File: config.mk
export PLATFORM = sky130hd
export DESIGN_NAME = fine_bb_loop
export DESIGN_NICKNAME = d
export VERILOG_FILES = /design/src/rtl/fbl_pkg.sv /design/src/rtl/fbl_bw_ctrl.sv /design/src/rtl/fbl_code_acc.sv /design/src/rtl/fine_bb_loop.sv
export SDC_FILE = /design/constraint.sdc
export NUM_CORES = 1
export LEC_CHECK = 0
export CORE_UTILIZATION = 45
export CTS_BUF_LIST = sky130_fd_sc_hd__clkbuf_2 sky130_fd_sc_hd__clkbuf_4 sky130_fd_sc_hd__clkbuf_8
export DETAILED_ROUTE_END_ITERATION = 8
export PLACE_DENSITY = 0.76
export SYNTH_ARGS = -nofsm -noshare
export SYNTH_HDL_FRONTEND = slang
export SYNTH_SLANG_ARGS = --single-unit
File: constraint.sdc
create_clock -name clk -period 1.9 [get_ports clk]
set_input_delay 0.19 -clock clk [delete_from_list [all_inputs] [get_ports clk]]
set_output_delay 0.19 -clock clk [all_outputs]
set_load 0.005 [all_outputs]
File: src/rtl/fbl_pkg.sv
package fbl_pkg;
  // Saturating move of a code by a step; limits are 0 and max_code.
  function automatic int unsigned sat_move(input int unsigned code,
                                           input int unsigned step,
                                           input logic up,
                                           input int unsigned max_code);
    int unsigned r;
    if (up) begin
      r = (code + step > max_code) ? max_code : code + step;
    end else begin
      r = (step > code) ? 0 : code - step;
    end
    return r;
  endfunction
endpackage

File: src/rtl/fbl_bw_ctrl.sv
module fbl_bw_ctrl #(
  parameter int FLIP_LIMIT = 4
) (
  input  logic clk,
  input  logic rst_n,
  input  logic clr,
  input  logic upd,
  input  logic late,
  output logic narrow,
  output logic flip_evt
);
  localparam int CNT_W = $clog2(FLIP_LIMIT + 1);

  logic             have_prev;
  logic             prev_late;
  logic [CNT_W-1:0] flips;
  logic             narrow_q;

  assign flip_evt = upd && have_prev && (late != prev_late);
  assign narrow   = narrow_q;

  always_ff @(posedge clk or negedge rst_n) begin
    if (!rst_n) begin
      have_prev <= 1'b0;
      prev_late <= 1'b0;
      flips     <= '0;
      narrow_q  <= 1'b0;
    end else if (clr) begin
      have_prev <= 1'b0;
      prev_late <= 1'b0;
      flips     <= '0;
      narrow_q  <= 1'b0;
    end else if (upd) begin
      have_prev <= 1'b1;
      prev_late <= late;
      if (flip_evt && !narrow_q) begin
        flips <= flips + 1'b1;
        if (flips == CNT_W'(FLIP_LIMIT - 1)) narrow_q <= 1'b1;
      end
    end
  end

  AST_NARROW_NEEDS_FLIP: assert property (@(posedge clk) disable iff (!rst_n)
    $rose(narrow_q) |-> $past(flip_evt));
  AST_NARROW_STICKY: assert property (@(posedge clk) disable iff (!rst_n)
    (narrow_q && !clr) |=> narrow_q);
  AST_CLR_WIDE: assert property (@(posedge clk) disable iff (!rst_n)
    clr |=> !narrow_q);
endmodule

File: src/rtl/fbl_code_acc.sv
module fbl_code_acc #(
  parameter int CODE_W = 9
) (
  input  logic              clk,
  input  logic              rst_n,
  input  logic              clr,
  input  logic              upd,
  input  logic              late,
  input  logic [CODE_W-1:0] step,
  output logic [CODE_W-1:0] code
);
  import fbl_pkg::*;
  localparam int unsigned MAX_CODE = (1 << CODE_W) - 1;
  localparam int unsigned MID_CODE = 1 << (CODE_W - 1);

  logic [CODE_W-1:0] code_q;
  logic [CODE_W-1:0] code_nx;

  always_comb begin
    code_nx = CODE_W'(sat_move(int'(code_q), int'(step), late, MAX_CODE));
  end

  always_ff @(posedge clk or negedge rst_n) begin
    if (!rst_n)      code_q <= CODE_W'(MID_CODE);
    else if (clr)    code_q <= CODE_W'(MID_CODE);
    else if (upd)    code_q <= code_nx;
  end

  assign code = code_q;

  AST_HOLD_BETWEEN: assert property (@(posedge clk) disable iff (!rst_n)
    (!clr && !upd) |=> $stable(code_q));
  AST_PARK_MID: assert property (@(posedge clk) disable iff (!rst_n)
    clr |=> (code_q == CODE_W'(MID_CODE)));
  AST_MOVE_UP: assert property (@(posedge clk) disable iff (!rst_n)
    (!clr && upd && late && code_q != CODE_W'(MAX_CODE)) |=> (code_q > $past(code_q)));
  AST_MOVE_DOWN: assert property (@(posedge clk) disable iff (!rst_n)
    (!clr && upd && !late && code_q != '0) |=> (code_q < $past(code_q)));
  AST_NO_WRAP: assert property (@(posedge clk) disable iff (!rst_n)
    (!clr && upd && late && code_q == CODE_W'(MAX_CODE)) |=> (code_q == CODE_W'(MAX_CODE)));
endmodule

File: src/rtl/fine_bb_loop.sv
module fine_bb_loop #(
  parameter int CODE_W      = 9,
  parameter int STEP_WIDE   = 16,
  parameter int STEP_NARROW = 1,
  parameter int FLIP_LIMIT  = 4
) (
  input  logic              clk,
  input  logic              rst_n,
  input  logic              coarse_lock,
  input  logic              dec_valid,
  input  logic              dec_late,
  output logic [CODE_W-1:0] fine_code,
  output logic              bw_low
);
  logic              clr;
  logic              upd;
  logic              narrow;
  logic              flip_evt;
  logic [CODE_W-1:0] step;

  assign clr  = !coarse_lock;
  assign upd  = coarse_lock && dec_valid;
  assign step = narrow ? CODE_W'(STEP_NARROW) : CODE_W'(STEP_WIDE);

  fbl_bw_ctrl #(.FLIP_LIMIT(FLIP_LIMIT)) bw_i (
    .clk(clk), .rst_n(rst_n), .clr(clr), .upd(upd), .late(dec_late),
    .narrow(narrow), .flip_evt(flip_evt)
  );

  fbl_code_acc #(.CODE_W(CODE_W)) acc_i (
    .clk(clk), .rst_n(rst_n), .clr(clr), .upd(upd), .late(dec_late),
    .step(step), .code(fine_code)
  );

  assign bw_low = narrow;

  AST_IGNORE_UNLOCKED: assert property (@(posedge clk) disable iff (!rst_n)
    (!coarse_lock && dec_valid) |=> (!bw_low && fine_code == CODE_W'(1 << (CODE_W - 1))));
  AST_FLIP_ONLY_ON_STROBE: assert property (@(posedge clk) disable iff (!rst_n)
    flip_evt |-> (coarse_lock && dec_valid));
endmodule

==> summary.txt, run 1 <==
Global routing
  • GRT overflow: 0
  • Initial antenna violation count: 0
  • Largest net degree at the start of global routing: 16
  • Number of global-route vias before repair: 1084
  • Global-route wire length before repair: 4954 um
  • GRT Util Overall: 0.2433

Final layout
  • Non-Filler Instances: 203
  • Register area: 376.6 um2
  • Final Core Density: 0.6406
  • Multi-input gate area: 822.0 um2
  • Final #Nets: 187
  • Area delta synth->final: 32.78%
  • Diode count: 0
  • Share of post-route cells with drive strength above 1: 0.2312
  • Final-layout fill cell count: 197

Clocking
  • CTS max path bufs: 2
  • Num CTS Buffers: 3
  • Clock Root Buffer: clkbuf_4
  • Worst-path clk slew: 0.09 ns
  • Clock Sinks: 15
  • H-tree levels: 1
  • Cts-stage hold buffer count: 0
  • Clock latency on the worst-skew pair: 0.28 ns
  • TritonCTS clock tree: built

STA
  • Final setup violation count: 1
  • Final worst setup slack: -0.02228 ns
  • Crit share post-route: 1.012
  • RSZ-0062 raised after global routing: true
  • Fin. max-slew vios: 0
  • Final count of hold timing violations: 0
  • Post-route minimum period: 1.922 ns
  • WHS: 0.3067 ns
  • Skew final: 0.005280 ns
  • Worst Tran Pin Value: 0.6630 ns
  • Slew headroom: 0.5566
  • Setup total negative slack: -0.02228 ns
  • Fmax: 520.2 MHz

Power and ir drop
  • Flop pwr share: 0.441
  • NetSw: 0.2587 mW
  • Max VDD drop: 476.3 uV
  • Sw Ratio: 0.3089
  • Internal Pwr Total: 0.5788 mW
  • Clk pwr share: 0.233
  • Leakage power: 0.6909 nW
  • Logic pwr share: 0.326
  • P per Cell Area: 523.0 nW/um2

Worst setup path
  • Crit path launch: acc_i.code[0]
  • CP max FO: 3
  • CP Class: flip-flop to flip-flop
  • Arrival time at the worst endpoint: 2.10 ns
  • Req. time, crit path: 2.08 ns
  • CP endpoint kind: flip-flop
  • Slowest-stage cell, CP: dfrtp_1
  • CP most frequent cell: mux2_4
  • CP Launch Type: flip-flop
  • Cell-by-cell trace of the critical path: inv_1 -> ha_2 -> nor4b_4 -> o21bai_4 -> mux2_4 -> mux2_4 -> a32o_1
  • Worst path max stage delay: 0.41 ns
  • Worst flop-to-flop path startpoint: acc_i.code[0]

Synth
  • Area contributors post-synth: dfrtp_1 29%, ha_1 8.3%, nand2_1 5.9%
  • Post-Syn Area: 1206 um2
  • Post-synthesis sequential area ratio: 0.3122
  • Top post-synthesis cells by count: 19 x nand2_1, 14 x dfrtp_1, 8 x ha_1, 8 x o21ai_0, 7 x nor2_1
  • Count leader, synth: nand2_1
  • Syn Nets: 154
  • Post-synth EDFFs: 0
  • Yosys reg bits: 15
  • Synth top area share: 0.2905
  • Cells after synthesis: 141
  • Yosys warns: 0
  • Library cells used by synthesis: 46
  • Top_reg_cell synth: dfrtp_1
  • Async set-or-reset flop fraction in the synthesized netlist: 1.000
  • Avg Inst Size Synth: 8.554 um2
  • Synth area leader: dfrtp_1

Outcome
  • Violated checks: setup timing
  • Outcome: complete, but fails checks

Placed design
  • Gp weighted congestion: 0.8811
  • Final HPWL DP: 2295 um
  • PortBufs: 14
  • Placed cells: 195

Routing
  • DRT Wirelength: 2977 um
  • ANT nets after route: 0
  • DR vias: 1175
  • DRC marker count from the first detailed-route iteration: 33
  • Post-route DRC violation count: 0
  • Vias per cell: 5.788
  • Total iterations of the first detailed-routing run: 5
  • Drt wl/cell: 14.67 um

Floorplanning
  • Row count: 18
  • Die Wd: 53.77 um
  • Num ports: 15
  • Area of the die: 2891 um2
  • Core area: 2500 um2
  • Die H: 53.77 um
  • Starting density of the core: 0.4825

Hold path
  • Tightest Hold Check Type: input pin to async pin

Flow run
  • Maximum capacitance violations: 0
## power groups by stage
stage	clock network [mW]	registers, mW	logic (mW)
final	0.195	0.369	0.273
after global routing	0.215	0.374	0.300
after CTS	0.201	0.367	0.253
after detailed placement	0	0.373	0.249
after global placement	0	0.374	0.244
after floorplan	0	0.357	0.162
## layout by cell type, fill, tap and decap left out, types with 6 or more instances in the layout
master | Yosys | routed
clkdlybuf4s50_1 | 0 | 14
nand2_1 | 19 | 19
nor3_1 | 6 | 6
nor2_1 | 7 | 7
ha_1 | 8 | 6
buf_4 | 1 | 24
nand2b_1 | 6 | 6
nand3_1 | 6 | 6
o21ai_0 | 8 | 7
dfrtp_1 | 14 | 14
## worst max-delay path, delay by kind of cell (launching register included)
kind	cells	cell delay, ns
AO/OA/AOI/OAI	2	0.31
AND/OR/NAND/NOR	1	0.27
adder cells (fa/ha/maj)	1	0.20
multiplexers	2	0.57
flip-flops	1	0.41
buffers and inverters	1	0.07
## sequential cells by signal (all words and copies together), names as in the netlist
register	flops
bw_i.flips	3
bw_i.prev_late	1
bw_i.have_prev	1
bw_i.narrow	1
acc_i.code	9
## kinds of logic after synthesis
family,Yosys count,share of synthesized area
buf+inv,14,0.05083
fa+ha+maj,8,0.08299
simple gates,57,0.2490
compound gates,39,0.2376
flops,15,0.3122
xor+xnor,4,0.02905
mux,4,0.03838
## cell type report
cell class / count / share of cell area
clock buffer: 4 / 0.01875
tap: 30 / 0.02344
inverter: 4 / 0.009375
timing repair buffer: 38 / 0.2000
sequential: 15 / 0.2352
multi-input combinational: 112 / 0.5133
## worst paths after layout
| check | cells after the start | slack, ns | end |
|---|---|---|---|
| min in group clk | 1 | 0.50 | bw_i.have_prev |
| max in group asynchronous | 1 | 1.17 | bw_i.flips[1] |
| min reg2reg | 1 | 0.50 | bw_i.have_prev |
| min | 1 | 0.31 | acc_i.code[2] |
| max | 7 | -0.02 | acc_i.code[5] |
| max reg2reg | 7 | -0.02 | acc_i.code[5] |
## per-layer routing
| layer | part of all wire | GRT usage |
|---|---|---|
| met4 | 0.0087 | 0.1096 |
| met3 | 0.052 | 0.03390 |
| met1 | 0.44 | 0.3037 |
| met5 | 0 | 0 |
| met2 | 0.50 | 0.4115 |
## timing repair
action	CTS	global route
pin swaps	0	3
buffers inserted	0	4
resized for setup	3	6
endpoints found under the setup margin	4	9
hold endpoints to repair	0	0
## metrics by stage
step	setup WS (ns)	cell area, um2	total power [mW]
CTS	-0.04879	1541	0.8218
floorplan	-0.01543	1216	0.5185
global placement	0.01027	1495	0.6177
detailed placement	-0.05836	1495	0.6228
global route	-0.07561	1602	0.8885
finish	-0.02228	1602	0.8376
(Power assumes the default switching activity.)
==> run 2: changes to the inputs <==
- CORE_UTILIZATION: 45 -> 57
- PLACE_DENSITY: 0.76 -> 0.89
- clock period: 1.9 -> 2.1 ns (I/O delays scaled with it)
==> run 2 against run 1 <==
Net effect: the flow now finishes without violations; via count shrank 2.2%; critical path type unchanged; non-clock buffer count shrank 14; register-to-register slack gained 0.13 ns.
==> summary.txt, run 2 (same netlist as run 1, synthesis figures left out) <==
Power and ir drop
  • Clk pwr share: 0.253
  • Internal Pwr Total: 0.4945 mW
  • P per Cell Area: 498.2 nW/um2
  • Leakage power: 0.6124 nW
  • Flop pwr share: 0.468
  • NetSw: 0.2306 mW
  • Logic pwr share: 0.279
  • Max VDD drop: 374.0 uV
  • Sw Ratio: 0.3180

Floorplanning
  • Die Wd: 48 um
  • Die H: 48 um
  • Row count: 16
  • Starting density of the core: 0.6086
  • Core area: 1982 um2
  • Area of the die: 2304 um2
  • Num ports: 15

Clocking
  • Clock latency on the worst-skew pair: 0.29 ns
  • Num CTS Buffers: 3
  • Clock Sinks: 15
  • Post-CTS Setup Inserts: 0
  • Clock Root Buffer: clkbuf_4
  • TritonCTS clock tree: built
  • H-tree levels: 1
  • Worst-path clk slew: 0.10 ns
  • CTS max path bufs: 2

STA
  • Skew final: 0.008542 ns
  • Post-route minimum period: 1.997 ns
  • RSZ-0062 raised after global routing: false
  • Final setup violation count: 0
  • Final count of hold timing violations: 0
  • Fin. max-slew vios: 0
  • Worst Tran Pin Value: 0.7108 ns
  • Crit share post-route: 0.9508
  • WHS: 0.3383 ns
  • Setup total negative slack: 0 ns
  • Fmax: 500.9 MHz
  • Slew headroom: 0.5247

Final layout
  • Largest register FFs: 9
  • Design area: 1455 um2
  • Final-layout fill cell count: 145
  • Area delta synth->final: 20.64%
  • Final #Nets: 173
  • Share of post-route cells with drive strength above 1: 0.1447
  • Most frequent cells in the layout: 19 x nand2_1, 14 x dfrtp_1, 14 x clkdlybuf4s50_1
  • Most common cell after layout, fill and taps aside: nand2_1
  • Diode count: 0

Placed design
  • Gp weighted congestion: 0.9004
  • PortBufs: 14
  • Placed Area: 1409 um2
  • Final HPWL DP: 2119 um

Worst setup path
  • CP max FO: 8
  • FF-to-FF End: acc_i.code[5]
  • Reg2Reg Setup Slack: 0.10 ns
  • CP endpoint kind: flip-flop
  • Arrival time at the worst endpoint: 2.18 ns
  • R2R cell count: 6
  • CP Launch Type: flip-flop
  • CP Class: flip-flop to flip-flop
  • Worst flop-to-flop path startpoint: bw_i.narrow
  • Req. time, crit path: 2.29 ns

Routing
  • ANT nets after route: 0
  • DRT Wirelength: 2913 um
  • Drt wl/cell: 15.66 um
  • Post-route DRC violation count: 0
  • DRC marker count from the first detailed-route iteration: 33
  • Vias per cell: 6.177
  • DR vias: 1149
  • Total iterations of the first detailed-routing run: 4

Flow run
  • Maximum capacitance violations: 0

Global routing
  • GRT Util Overall: 0.2911
  • Largest net degree at the start of global routing: 16
  • Global-route wire length before repair: 4581 um
  • Initial antenna violation count: 0
  • Number of global-route vias before repair: 1042
  • GRT overflow: 0

Outcome
  • Outcome: finished clean

Hold path
  • Tightest Hold Check Type: input pin to async pin
run 2: changes by cell type in the layout (fill, tap and decap cells not counted), sizes merged:
| cell | delta |
|---|---|
| buf | -14 |
run 2: routing by layer:
metal | GRT usage | share of wire | up-vias
met1 | 0.3767 | 0.41 | 548
met5 | 0 | 0 | -
met4 | 0.1000 | 0.012 | 0
li1 | - | - | 547
met2 | 0.4892 | 0.51 | 49
met3 | 0.04906 | 0.069 | 5
run 2: worst max-delay path by stage:
stage / from / to / slack [ns]
CTS: bw_i.narrow / acc_i.code[5] / 0.07
finish: bw_i.narrow / acc_i.code[5] / 0.10
global route: bw_i.narrow / acc_i.code[5] / 0.005
floorplan: bw_i.narrow / acc_i.code[5] / 0.12
global placement: bw_i.narrow / acc_i.code[5] / 0.16
detailed placement: bw_i.narrow / acc_i.code[5] / 0.10
run 2: what timing repair did:
action,in CTS,in global routing
setup endpoints to repair,0,3
hold buffers,0,0
gates resized for setup,0,2
run 2: worst max-delay path: stages, from the launching register on:
cell and delay, ns:
dfrtp_1 0.42, inv_1 0.06, ha_1 0.41, o21bai_4 0.23, mux2_4 0.32, mux2_2 0.26
a32o_1 0.20
run 2: final cells by class:
| type | count | area [um2] | area share |
|---|---|---|---|
| Clock buffer | 4 | 30.03 | 0.02064 |
| Inverter | 4 | 15.01 | 0.01032 |
| Multi-Input combinational cell | 112 | 784.5 | 0.5391 |
| Sequential cell | 15 | 376.6 | 0.2588 |
| Tap cell | 27 | 33.78 | 0.02322 |
| Timing Repair Buffer | 24 | 215.2 | 0.1479 |
run 2: stage by stage:
step / utilization / std cells / worst slack, ns / total power [mW]
floorplan: - / 141 / 0.1237 / 0.4667
global placement: 0.7109 / 182 / 0.1561 / 0.5316
detailed placement: 0.7109 / 182 / 0.1038 / 0.5379
CTS: 0.7260 / 186 / 0.07488 / 0.7234
global route: 0.7342 / 186 / 0.004519 / 0.7653
finish: 0.7342 / 186 / 0.1034 / 0.7250
run 2: power groups by stage:
stage	clock network, mW	registers [mW]	logic (mW)
6_report	0.184	0.339	0.202
5_1_grt	0.199	0.343	0.223
4_1_cts	0.189	0.338	0.196
3_5_place_dp	0	0.343	0.194
3_3_place_gp	0	0.341	0.190
2_1_floorplan	0	0.323	0.144
